===== src/rtl/bga_pkg.sv =====
package bga_pkg;
   typedef enum logic [1:0] {
      ARB_IDLE  = 2'd0,
      ARB_GRANT = 2'd1,
      ARB_HOLD  = 2'd2
   } arb_state_e;
endpackage


===== src/rtl/bga_arbiter_fsm.sv =====
module bga_arbiter_fsm
   import bga_pkg::*;
(
   input  logic clk,
   input  logic rst_n,
   input  logic bus_req,
   input  logic bus_free,
   input  logic take_any,
   output logic grant
);
   arb_state_e state_q, state_d;

   always_comb begin
      state_d = state_q;
      unique case (state_q)
         ARB_IDLE:  if (bus_req) state_d = ARB_GRANT;
         ARB_GRANT: begin
            if (take_any)      state_d = ARB_HOLD;
            else if (!bus_req) state_d = ARB_IDLE;
         end
         ARB_HOLD:  if (!bus_req || bus_free) state_d = ARB_IDLE;
         default:   state_d = ARB_IDLE;
      endcase
   end

   always_ff @(posedge clk) begin
      if (!rst_n) state_q <= ARB_IDLE;
      else        state_q <= state_d;
   end

   assign grant = (state_q == ARB_GRANT);

   AST_GRANT_AFTER_REQ: assert property (@(posedge clk) disable iff (!rst_n)
      (state_q == ARB_IDLE && bus_req) |=> grant);
   AST_GRANT_DROP: assert property (@(posedge clk) disable iff (!rst_n)
      take_any |=> !grant);
   AST_NO_REGRANT: assert property (@(posedge clk) disable iff (!rst_n)
      (state_q == ARB_HOLD && bus_req && !bus_free) |=> !grant);
endmodule


===== src/rtl/bga_chain_cell.sv =====
module bga_chain_cell (
   input  logic clk,
   input  logic rst_n,
   input  logic grant_in,
   input  logic req,
   input  logic done,
   input  logic bus_free,
   output logic grant_out,
   output logic pend,
   output logic take,
   output logic own
);
   logic own_q;

   assign pend      = req & ~own_q;
   assign grant_out = grant_in & ~pend;
   assign take      = grant_in & pend & bus_free;

   always_ff @(posedge clk) begin
      if (!rst_n)          own_q <= 1'b0;
      else if (take)       own_q <= 1'b1;
      else if (done)       own_q <= 1'b0;
   end

   assign own = own_q;

   AST_TAKE_ONLY_FREE: assert property (@(posedge clk) disable iff (!rst_n)
      $rose(own_q) |-> $past(bus_free));
   AST_DONE_RELEASE: assert property (@(posedge clk) disable iff (!rst_n)
      (own_q && done) |=> !own_q);
   AST_HOLD_TENURE: assert property (@(posedge clk) disable iff (!rst_n)
      (own_q && !done) |=> own_q);
endmodule


===== src/rtl/bga_busy_line.sv =====
module bga_busy_line #(
   parameter int N_MASTERS = 4
) (
   input  logic [N_MASTERS-1:0] own,
   output logic                 bus_free,
   output logic                 cpu_own
);
   assign bus_free = ~|own;
   assign cpu_own  = bus_free;
endmodule


===== src/rtl/bus_grant_chain_arbiter.sv =====
module bus_grant_chain_arbiter #(
   parameter int N_MASTERS = 4
) (
   input  logic                 clk,
   input  logic                 rst_n,
   input  logic [N_MASTERS-1:0] req_i,
   input  logic [N_MASTERS-1:0] done_i,
   output logic                 bus_req_o,
   output logic                 grant_o,
   output logic                 bus_free_o,
   output logic                 cpu_own_o,
   output logic [N_MASTERS-1:0] own_o
);
   localparam int CHAIN_LEN = N_MASTERS + 1;

   initial begin : param_chk
      assert (N_MASTERS >= 1 && N_MASTERS <= 64)
         else $error("N_MASTERS out of range");
   end

   logic [CHAIN_LEN-1:0] chain_g;
   logic [N_MASTERS-1:0] pend_v, take_v, own_v;
   logic                 bus_free, grant;

   assign chain_g[0] = grant;

   for (genvar i = 0; i < N_MASTERS; i++) begin : g_cell
      bga_chain_cell u_cell (
         .clk       (clk),
         .rst_n     (rst_n),
         .grant_in  (chain_g[i]),
         .req       (req_i[i]),
         .done      (done_i[i]),
         .bus_free  (bus_free),
         .grant_out (chain_g[i+1]),
         .pend      (pend_v[i]),
         .take      (take_v[i]),
         .own       (own_v[i])
      );
   end

   bga_busy_line #(.N_MASTERS(N_MASTERS)) u_busy (
      .own      (own_v),
      .bus_free (bus_free),
      .cpu_own  (cpu_own_o)
   );

   bga_arbiter_fsm u_fsm (
      .clk      (clk),
      .rst_n    (rst_n),
      .bus_req  (|pend_v),
      .bus_free (bus_free),
      .take_any (|take_v),
      .grant    (grant)
   );

   assign bus_req_o  = |pend_v;
   assign grant_o    = grant;
   assign bus_free_o = bus_free;
   assign own_o      = own_v;

   AST_ONE_OWNER: assert property (@(posedge clk) disable iff (!rst_n)
      $onehot0(own_v));
   AST_SINGLE_TAKE: assert property (@(posedge clk) disable iff (!rst_n)
      $countones(take_v) <= 1);
   AST_FREE_MATCH: assert property (@(posedge clk) disable iff (!rst_n)
      bus_free_o == (own_o == '0));
endmodule


===== config.mk =====
export PLATFORM = sky130hd
export DESIGN_NAME = bus_grant_chain_arbiter
export DESIGN_NICKNAME = d
export VERILOG_FILES = /design/src/rtl/bga_pkg.sv /design/src/rtl/bga_arbiter_fsm.sv /design/src/rtl/bga_chain_cell.sv /design/src/rtl/bga_busy_line.sv /design/src/rtl/bus_grant_chain_arbiter.sv
export SDC_FILE = /design/constraint.sdc
export NUM_CORES = 1
export LEC_CHECK = 0
export BUFFER_PORTS_ARGS = -buffer_cell sky130_fd_sc_hd__buf_2
export CELL_PAD_IN_SITES_DETAIL_PLACEMENT = 0
export CELL_PAD_IN_SITES_GLOBAL_PLACEMENT = 1
export CORE_AREA = 2 2 40 42
export DETAILED_ROUTE_END_ITERATION = 8
export DIE_AREA = 0 0 42 44
export PLACE_DENSITY_LB_ADDON = 0.1
export SYNTH_ARGS = -nofsm -noshare
export SYNTH_HDL_FRONTEND = slang
export SYNTH_SLANG_ARGS = --single-unit

===== constraint.sdc =====
create_clock -name clk -period 1.2 [get_ports clk]
set_clock_uncertainty 0.1 [all_clocks]
set_input_delay 0.12 -clock clk [delete_from_list [all_inputs] [get_ports clk]]
set_output_delay 0.12 -clock clk [all_outputs]
set_load 0.05 [all_outputs]

==> results of run 1 <==
-- routing by layer --
| layer | track usage | vias to the layer above | part of all wire |
|---|---|---|---|
| met3 | 0.05000 | 2 | 0.068 |
| li1 | - | 177 | - |
| met1 | 0.1475 | 171 | 0.41 |
| met5 | 0 | - | 0 |
| met4 | 0.09677 | 0 | 0.0040 |
| met2 | 0.2063 | 11 | 0.52 |
-- stage by stage --
step	cells	setup slack (ns)	power [W]	utilization
final	77	-0.1876	0.0007786	0.4171
after global routing	77	-0.2602	0.0008294	0.4171
after CTS	77	-0.2002	0.0007590	0.4004
after detailed placement	71	-0.1349	0.0004930	0.3298
after global placement	71	-0.1052	0.0004907	0.3298
after floorplan	38	-0.5214	0.0004321	-
-- power by group through the flow --
stage	clock network (W)	logic, W	registers (W)
2_1_floorplan	0	0.000197	0.000235
3_3_place_gp	0	0.000255	0.000235
3_5_place_dp	0	0.000257	0.000236
4_1_cts	0.000204	0.000323	0.000232
5_1_grt	0.000220	0.000372	0.000237
6_report	0.000191	0.000352	0.000236
-- cells in the mapped netlist --
library cell,n,share of area
dfxtp_1,6,0.34
buf_4,5,0.11
and2_1,3,0.054
inv_1,3,0.032
nand2b_1,3,0.054
nand2b_2,2,0.050
nand4_1,2,0.036
nor2b_1,2,0.036
nor4bb_1,2,0.057
a21boi_1,1,0.021
a31oi_1,1,0.018
a32oi_1,1,0.025
nand2_2,1,0.018
nand3_1,1,0.014
nor2_1,1,0.011
nor4_4,1,0.061
o21a_1,1,0.021
o22ai_1,1,0.018
o32ai_1,1,0.025
-- sequential cells by signal (all words and copies together), names as in the netlist --
register	count
u_fsm.state_q	2
g_cell.u_cell.own	4
-- how the worst min path moves through the flow --
stage	startpoint	end	slack, ns	cells past startpoint
3_3_place_gp	done_i[2]	g_cell[2].u_cell.own	0.28	3
6_report	done_i[2]	g_cell[2].u_cell.own	0.03	3
4_1_cts	done_i[2]	g_cell[2].u_cell.own	0.03	3
5_1_grt	done_i[0]	g_cell[0].u_cell.own	0.06	3
2_1_floorplan	rst_n	u_fsm.state_q[1]	0.14	1
3_5_place_dp	done_i[2]	g_cell[2].u_cell.own	0.29	3
-- what timing repair did --
item / in CTS / in global routing
resized for setup: 15 / 7
endpoints found under the hold margin: 0 / 0
setup buffers: 3 / 0
setup endpoints to repair: 11 / 12
pin swaps: 3 / 4
hold buffers: 0 / 0
-- critical path: cells and delay by family (launching register included) --
kind                   cells  cell delay (ns)
buffers and inverters      2             0.30
AND/OR/NAND/NOR            2             0.26
flip-flops                 1             0.35
-- logic make-up (layout without fill, tap and decap cells) --
logic type,Yosys count,in the layout,synth area share
DFF,6,6,0.3429
buffers and inverters,8,31,0.1393
AOI/OAI and AO/OA,6,6,0.1286
and+or+nand+nor,18,18,0.3893
-- final cells by class --
| cell class | instances | area (um^2) | share of cell area |
|---|---|---|---|
| well taps | 16 | 20.02 | 0.03383 |
| multi-input cells | 24 | 215.2 | 0.3636 |
| flip-flops and latches | 6 | 126.4 | 0.2135 |
| repair buffers | 25 | 196.4 | 0.3319 |
| clock buffers | 3 | 22.52 | 0.03805 |
| inverters | 3 | 11.26 | 0.01903 |
==> metrics.md, run 1 <==
| Metric | Value |
|---|---|
| Largest net degree at the start of global routing | `7` |
| Crit path to | `bus_req_o` |
| Kind of critical path | `reg2out` |
| Worst Path Required | `between 0.9 and 1 ns` |
| Overall routing resource usage | `0.1322` |
| Count of antenna diodes in the layout | `0` |
| Pwr dens | `about 1300 mW/mm^2` |
| Tmin final | `roughly 1.4 ns` |
| Clk Latency, worst-skew pair | `between 0.2 and 0.3 ns` |
| # H-tree levels | `1` |
| Flop-to-flop setup slack | `-0.16 ns` |
| CP startpoint | `g_cell[0].u_cell.own` |
| Syn Area/Cell | `9.219 um^2` |
| Synthesized area | `between 300 and 400 um^2` |
| Initial core utilization | `0.2469` |
| Power Internal | `approximately 0.00050 W` |
| HPWL after DPL | `~730 um` |
| Root buffer cell | `clkbuf_4` |
| Port bufs | `17` |
| Placed Area | `around 470 um^2` |
| Max-capacitance violation count | `0` |
| Status | `finished, violations left` |
| Mean number of vias per cell | `4.688` |
| Deepest clock path buffer count | `2` |
| Area grow syn2layout | `68.93%` |
| Clock-pin slew on the worst setup and hold paths | `0.05 ns` |
| Worst r2r path cells | `6` |
| CP arrival | `1.17 ns` |
| Most common cell after layout, fill and taps aside | `buf_2` |
| RSZ-0062 raised after global routing | `true` |
| Crit-path max cell delay | `about 0.35 ns` |
| TritonCTS buffer count | `3` |
| Startpoint Class | `flop` |
| Core footprint | `between 0.001 and 0.0015 mm^2` |
| Slowest CP cell | `dfxtp_2` |
| Vias in the first global route | `a little under 400` |
| Fillers | `about 140` |
| First-pass GRT wire length | `1738 um` |
| Vert. Die Dim | `44 um` |
| Synth Instances | `38` |
| Post-synthesis sequential area ratio | `0.3429` |
| Gate power share | `0.451` |
| Crit-path cells | `buf_6 > nand2b_4 > nand4_1 > buf_6` |
| Sw Share | `0.3605` |
| Synth unique cells | `19` |
| Drt total wl | `around 1000 um` |
| Actual slew at the worst max-slew pin | `about 0.28 ns` |
| Initial antenna violation count | `0` |
| Post-layout instance area | `between 500 and 600 um^2` |
| Slew Viols, Final | `0` |
| Layout cells sized above 1 | `0.6721` |
| Max VDD drop | `approximately 580 uV` |
| Final RePlAce weighted congestion | `between 0.7 and 0.8` |
| Class of the worst hold path | `in2reg` |
| Slew margin rel. | `0.8089` |
| CTS tree | `yes` |
| Most frequent cells in the layout | `buf_2, buf_4, dfxtp_2, buf_6, clkbuf_4` |
| YS warnings | `0` |
| Synth Net Count | `between 40 and 50` |
| Nets | `73` |
| Clock share of power | `0.245` |
| WL per Instance | `between 10 and 15 um` |
| Tightest hold margin | `approximately 0.034 ns` |
| Crit. End Element | `primary output` |
| Synth Register Bits | `6` |
| Fin. Hold Viols | `0` |
| DRT iter0 DRCs | `3` |
| Die Wd | `approximately 42 um` |
| Period utilization | `1.156` |
| Setup TNS | `-1.091 ns` |
| I/O Pins | `18` |
| Worst-path maximum fanout | `3` |
| Max Clock Freq | `about 0.7 GHz` |
| Final setup viols | `9` |
| Drt first pass iters | `3` |
| Die area | `around 0.0018 mm^2` |
| Post-route DRC | `0` |
| Psw | `0.0002807 W` |
| Final WS setup | `-0.1876 ns` |
| P_leak | `0.2694 nW` |
| Cell mode on critical path | `buf_6` |
| Sequential power share | `0.303` |
| Reg2reg end | `g_cell[3].u_cell.own` |
| Total gr overflow | `0` |
| Routed vias | `around 360` |
| Failing checks | `setup timing` |
| Clock sink count | `6` |
| Cell row count | `14` |
| Post-DRT Antenna Nets | `0` |
| Reg2reg start | `g_cell[0].u_cell.own` |
Power figures use the tool's default switching activity.
==> run 2: changes to the inputs <==
Settings changed: TNS_END_PERCENT set to 10.
==> metrics.md, run 2 (same netlist as run 1, synthesis figures left out) <==
| Metric | Value |
|---|---|
| Period utilization | `1.167 (+0.01060)` |
| I/O Pins | `18 (unchanged)` |
| Tmin final | `1.400 ns (+0.01272 ns)` |
| Worst r2r path cells | `5 (-1)` |
| Port bufs | `17 (unchanged)` |
| Sequential power share | `0.312 (+0.009)` |
| Core footprint | `0.001419 mm^2 (unchanged)` |
| First-pass GRT wire length | `1580 um (-9.1%)` |
| Most frequent cells in the layout | `buf_2, buf_4, clkbuf_4, dfxtp_2` |
| Total gr overflow | `0 (unchanged)` |
| Fillers | `153 (+10%)` |
| Class of the worst hold path | `in2reg` |
| Status | `finished, violations left` |
| Count of antenna diodes in the layout | `0 (unchanged)` |
| Die area | `0.001848 mm^2 (unchanged)` |
| Clock share of power | `0.258 (+0.013)` |
| Storage element area | `125.1 um^2 (-0.99%)` |
| Power Internal | `0.0004746 W (-4.7%)` |
| Pwr dens | `1341 mW/mm^2 (+1.9%)` |
| Max VDD drop | `567.0 uV (-2.9%)` |
| Actual slew at the worst max-slew pin | `0.2776 ns (-0.005213 ns)` |
| Root buffer cell | `clkbuf_4` |
| Overall routing resource usage | `0.1210 (-0.01120)` |
| CP startpoint | `g_cell[3].u_cell.own` |
| Cell row count | `14 (unchanged)` |
| Flop-to-flop setup slack | `-0.20 ns (-0.04 ns)` |
| Gate power share | `0.430 (-0.021)` |
| Final setup viols | `9 (unchanged)` |
| # H-tree levels | `1 (unchanged)` |
| RSZ-0062 raised after global routing | `true` |
| Area of the multi-input gates | `219.0 um^2 (+1.7%)` |
| Final core occ | `0.3968 (-0.02028)` |
| Number of flip-flops in the largest register | `4 (unchanged)` |
| Worst Hold Path EP | `g_cell[2].u_cell.own` |
| Routed vias | `347 (-3.9%)` |
| Nets | `71 (-2.7%)` |
| Drt total wl | `1041 um (+4.1%)` |
| Drt first pass iters | `4 (+1)` |
| Placed Area | `452.9 um^2 (-3.2%)` |
| CP arrival | `1.49 ns (+0.32 ns)` |
| Psw | `0.0002803 W (-0.15%)` |
| Layout cells sized above 1 | `0.6441 (-0.02806)` |
| Slew margin rel. | `0.8124 (+0.003523)` |
| Worst Path Required | `1.29 ns (+0.31 ns)` |
| Vert. Die Dim | `44 um (unchanged)` |
| Reg2reg start | `g_cell[3].u_cell.own` |
| HPWL after DPL | `687 um (-5.6%)` |
| Largest net degree at the start of global routing | `7 (unchanged)` |
| Crit-path max cell delay | `0.33 ns (-0.02 ns)` |
| Worst Hold Depth | `3 (unchanged)` |
| Area grow syn2layout | `60.71%` |
| Clk Latency, worst-skew pair | `0.25 ns (about the same)` |
| Setup TNS | `-1.295 ns (-0.2044 ns)` |
| TritonCTS buffer count | `3 (unchanged)` |
| Post-route DRC | `0 (unchanged)` |
| Clock-pin slew on the worst setup and hold paths | `0.05 ns (about the same)` |
| WL per Instance | `13.88 um (+6.9%)` |
| Max-capacitance violation count | `0 (unchanged)` |
| Fin. Hold Viols | `0 (unchanged)` |
| Deepest clock path buffer count | `2 (unchanged)` |
| Clock sink count | `6 (unchanged)` |
| Crit-path leading delay family | `simple AND/OR/NAND/NOR gates` |
| Slowest CP cell | `dfxtp_2` |
| Overall power | `0.0007549 W (-3.0%)` |
| Worst-path maximum fanout | `5 (+2)` |
| Post-DRT Antenna Nets | `0 (unchanged)` |
| CTS tree | `yes` |
| Startpoint Class | `flop` |
| Vias in the first global route | `361 (-7.0%)` |
| Buffers and inverters on the worst path | `1 (-1)` |
| Initial core utilization | `0.2469 (unchanged)` |
| P_leak | `0.2535 nW (-5.9%)` |
| Final RePlAce weighted congestion | `0.7220 (-0.43%)` |
| Max Clock Freq | `0.7141 GHz (-0.91%)` |
| Slew Viols, Final | `0 (unchanged)` |
| Sw Share | `0.3713 (+0.01077)` |
| Crit. End Element | `flop` |
| Post-layout instance area | `563.0 um^2 (-4.9%)` |
| Kind of critical path | `reg2reg` |
| Crit path depth | `5 (+1)` |
| DRT iter0 DRCs | `4 (+1)` |
| Failing checks | `setup timing` |
| Mean number of vias per cell | `4.627 (-1.3%)` |
| Die Wd | `42 um (unchanged)` |
| Most common cell after layout, fill and taps aside | `buf_2` |
| Crit-path cells | `nor4_4 > buf_4 > nand2_2 > o32ai_2 > and2_1` |
| Reg2reg end | `g_cell[3].u_cell.own` |
| Initial antenna violation count | `0 (unchanged)` |
| Final WS setup | `-0.2003 ns (-0.01272 ns)` |
| Hold Startpoint | `done_i[2]` |
==> run 2: cell types whose count changed in the layout (fill, tap and decap cells not counted), sizes merged <==
cell  previous run  this run
buf             24        22
==> run 2: timing repair <==
action,in CTS,in global routing
resized for setup,9,7
pin swaps,3,1
hold buffers,0,0
buffers inserted,1,2
setup endpoints to repair,10,11
==> run 2: area by class of cell <==
| class | instances | area share |
|---|---|---|
| Clock buffer | 3 | 0.04000 |
| Timing Repair Buffer | 23 | 0.2933 |
| Tap cell | 16 | 0.03556 |
| Inverter | 3 | 0.02000 |
| Sequential cell | 6 | 0.2222 |
| Multi-Input combinational cell | 24 | 0.3889 |
==> run 2: worst reg2reg max path, stage by stage, from the launching register on <==
cell     delay, ns
dfxtp_2       0.33
nor4_4        0.25
buf_4         0.19
nand2_2       0.09
o32ai_2       0.22
and2_1        0.16
==> run 2: metrics by stage <==
stage | setup slack (ns) | hold WS (ns) | cells
after floorplan | -0.5225 | 0.1378 | 38
after global placement | -0.09939 | 0.2766 | 69
after detailed placement | -0.1205 | 0.2893 | 69
after CTS | -0.1808 | 0.03574 | 73
after global routing | -0.2734 | 0.05700 | 75
final | -0.2003 | 0.02726 | 75
==> run 2: worst max-delay path by stage <==
stage / end / slack (ns)
2_1_floorplan: u_fsm.state_q[1] / -0.52
3_3_place_gp: g_cell[2].u_cell.own / -0.1
3_5_place_dp: g_cell[2].u_cell.own / -0.12
4_1_cts: cpu_own_o / -0.18
5_1_grt: g_cell[3].u_cell.own / -0.27
6_report: g_cell[3].u_cell.own / -0.20
==> run 2: per-layer routing <==
layer  routed length [um]  vias up  GRT usage
met2                  473       15     0.1656
met1                  470      154     0.1454
met5                    0        -          0
met3                   69        3    0.05417
li1                     -      175          -
met4                   27        0    0.09677
==> run 2: power by group through the flow <==
stage | Clock, W | Sequential, W | Combinational (W)
after floorplan | 0 | 0.000235 | 0.000195
after global placement | 0 | 0.000237 | 0.000247
after detailed placement | 0 | 0.000237 | 0.000247
after CTS | 0.000197 | 0.000233 | 0.000288
after global routing | 0.000215 | 0.000237 | 0.000345
final | 0.000195 | 0.000235 | 0.000325
==> run 3: changes to the inputs <==
Settings changed: CORE_AREA 2 2 40 42 to 2 2 39 41, DIE_AREA 0 0 42 44 to 0 0 41 43.
Clock period 1.2 ns to 1.5 ns, I/O delays scaled along.
==> metrics.md, run 3 (same netlist as run 1, synthesis figures left out) <==
| Metric | Value |
|---|---|
| Class of the worst hold path | `in2reg` |
| Nets | `66 (-7.0%)` |
| Final WS setup | `0.05120 ns (+0.2515 ns)` |
| Most common cell after layout, fill and taps aside | `buf_2` |
| Vias in the first global route | `314 (-13%)` |
| Crit. End Element | `primary output` |
| Slew Viols, Final | `0 (unchanged)` |
| Slowest CP cell | `dfxtp_2` |
| Storage element area | `125.1 um^2 (unchanged)` |
| Area of the multi-input gates | `195.2 um^2 (-11%)` |
| Post-CTS Hold Buffers | `0 (unchanged)` |
| Post-Place Setup Slack | `0.1595 ns (+0.2800 ns)` |
| Drt total wl | `844 um (-19%)` |
| Cell row count | `14 (unchanged)` |
| Final RePlAce weighted congestion | `0.7414 (+2.7%)` |
| Clock-pin slew on the worst setup and hold paths | `0.05 ns (about the same)` |
| Tmin final | `roughly 1.4 ns` |
| Crit-path max cell delay | `0.34 ns (about the same)` |
| Max-capacitance violation count | `0 (unchanged)` |
| Buffers and inverters on the worst path | `1 (unchanged)` |
| Overall routing resource usage | `0.1155 (-0.005513)` |
| # H-tree levels | `1 (unchanged)` |
| First-pass GRT wire length | `1276 um (-19%)` |
| Actual slew at the worst max-slew pin | `0.2877 ns (+0.01012 ns)` |
| Mean number of vias per cell | `4.671 (+0.97%)` |
| Initial core utilization | `0.2532 (+0.006251)` |
| Worst-path maximum fanout | `4 (-1)` |
| Max Clock Freq | `~0.69 GHz` |
| CTS tree | `yes` |
| Final core occ | `0.3454 (-0.05144)` |
| Total gr overflow | `0 (unchanged)` |
| Post-route DRC | `0 (unchanged)` |
| Post-DRT Antenna Nets | `0 (unchanged)` |
| Slew margin rel. | `0.8067 (-0.005668)` |
| Period utilization | `0.9659` |
| Worst Path Required | `1.25 ns (-0.04 ns)` |
| Root buffer cell | `clkbuf_4` |
| Largest net degree at the start of global routing | `7 (unchanged)` |
| Routed vias | `327 (-5.8%)` |
| Port bufs | `17 (unchanged)` |
| Clock sink count | `6 (unchanged)` |
| I/O Pins | `18 (unchanged)` |
| Deepest clock path buffer count | `2 (unchanged)` |
| Post-layout instance area | `478.0 um^2 (-15%)` |
| Kind of critical path | `reg2out` |
| Die area | `0.001763 mm^2 (-4.6%)` |
| RSZ-0062 raised after global routing | `true` |
| Drt first pass iters | `1 (-3)` |
| Crit-path leading delay family | `flip-flops` |
| Area grow syn2layout | `36.43%` |
| P_leak | `0.2143 nW (-15%)` |
| CP arrival | `1.20 ns (-0.29 ns)` |
| Layout cells sized above 1 | `0.5741 (-0.06999)` |
| Flop-to-flop setup slack | `0.05 ns (+0.25 ns)` |
| WL per Instance | `12.06 um (-13%)` |
| Crit-path cells | `nor4_4 > buf_4` |
| Die Wd | `41 um (-2.4%)` |
| Vert. Die Dim | `43 um (-2.3%)` |
| Max VDD drop | `395.9 uV (-30%)` |
| Core footprint | `0.001384 mm^2 (-2.5%)` |
| Most frequent cells in the layout | `buf_2, clkbuf_4, dfxtp_2` |
| Placed Area | `430.4 um^2 (-5.0%)` |
| Status | `completed` |
| Fin. Hold Viols | `0 (unchanged)` |
| Startpoint Class | `flop` |
| Count of antenna diodes in the layout | `0 (unchanged)` |
| TritonCTS buffer count | `3 (unchanged)` |
| DRT iter0 DRCs | `0 (-4)` |
| Final setup viols | `0 (-9)` |
| Initial antenna violation count | `0 (unchanged)` |
| Fillers | `161 (+5.2%)` |
| Pwr dens | `1153 mW/mm^2 (-14%)` |
| Tightest hold margin | `0.05729 ns (+0.03003 ns)` |
| Clk Latency, worst-skew pair | `0.25 ns (about the same)` |
| Number of flip-flops in the largest register | `4 (unchanged)` |
## run 3: changes by cell type in the layout (fill, tap and decap cells not counted), sizes merged
cell	delta
buf	-5
## run 3: worst min-delay path, cell delays in order
cell	delay [ns]
buf_2	0.08
nand2b_1	0.09
a21boi_1	0.05
## run 3: path summary, 6_finish.rpt
| path | startpoint | end | cells past startpoint |
|---|---|---|---|
| worst max-delay path | g_cell[0].u_cell.own | bus_free_o | 2 |
| worst min-delay path | done_i[2] | g_cell[2].u_cell.own | 3 |
| worst max register to register | g_cell[0].u_cell.own | g_cell[3].u_cell.own | 5 |
| worst min register to register | u_fsm.state_q[1] | u_fsm.state_q[0] | 1 |
## run 3: area by class of cell
| cell class | instances | share of cell area |
|---|---|---|
| clock buffer | 3 | 0.04712 |
| inverter | 3 | 0.02356 |
| multi-input combinational | 24 | 0.4084 |
| sequential | 6 | 0.2618 |
| tap | 16 | 0.04188 |
| timing repair buffer | 18 | 0.2173 |
## run 3: metrics by stage
step           total power [W]  TNS [ns]  cells
3_3_place_gp         0.0003771         0     66
2_1_floorplan        0.0003439    -1.285     38
6_report             0.0005510         0     70
5_1_grt              0.0005835  -0.01506     70
3_5_place_dp         0.0003767         0     66
4_1_cts              0.0005316   -0.1081     69
## run 3: metal layers
layer / GRT usage / wire, um / part of all wire
met1: 0.1318 / 379 / 0.45
met2: 0.1531 / 345 / 0.41
met3: 0.05236 / 84 / 0.10
met4: 0.1000 / 34 / 0.040
met5: 0 / 0 / 0
## run 3: what timing repair did
item                       CTS  global route
setup endpoints to repair    2             3
pin swaps                    0             1
buffers inserted             0             1
resized for setup            0             7
## run 3: power by group
part | total (W) | switching, W | internal (W)
Combinational | 0.000209 | 0.000130 | 0.0000783
Sequential | 0.000187 | 0.0000121 | 0.000175
Clock | 0.000155 | 0.0000642 | 0.0000909
Total | 0.000551 | 0.000207 | 0.000344
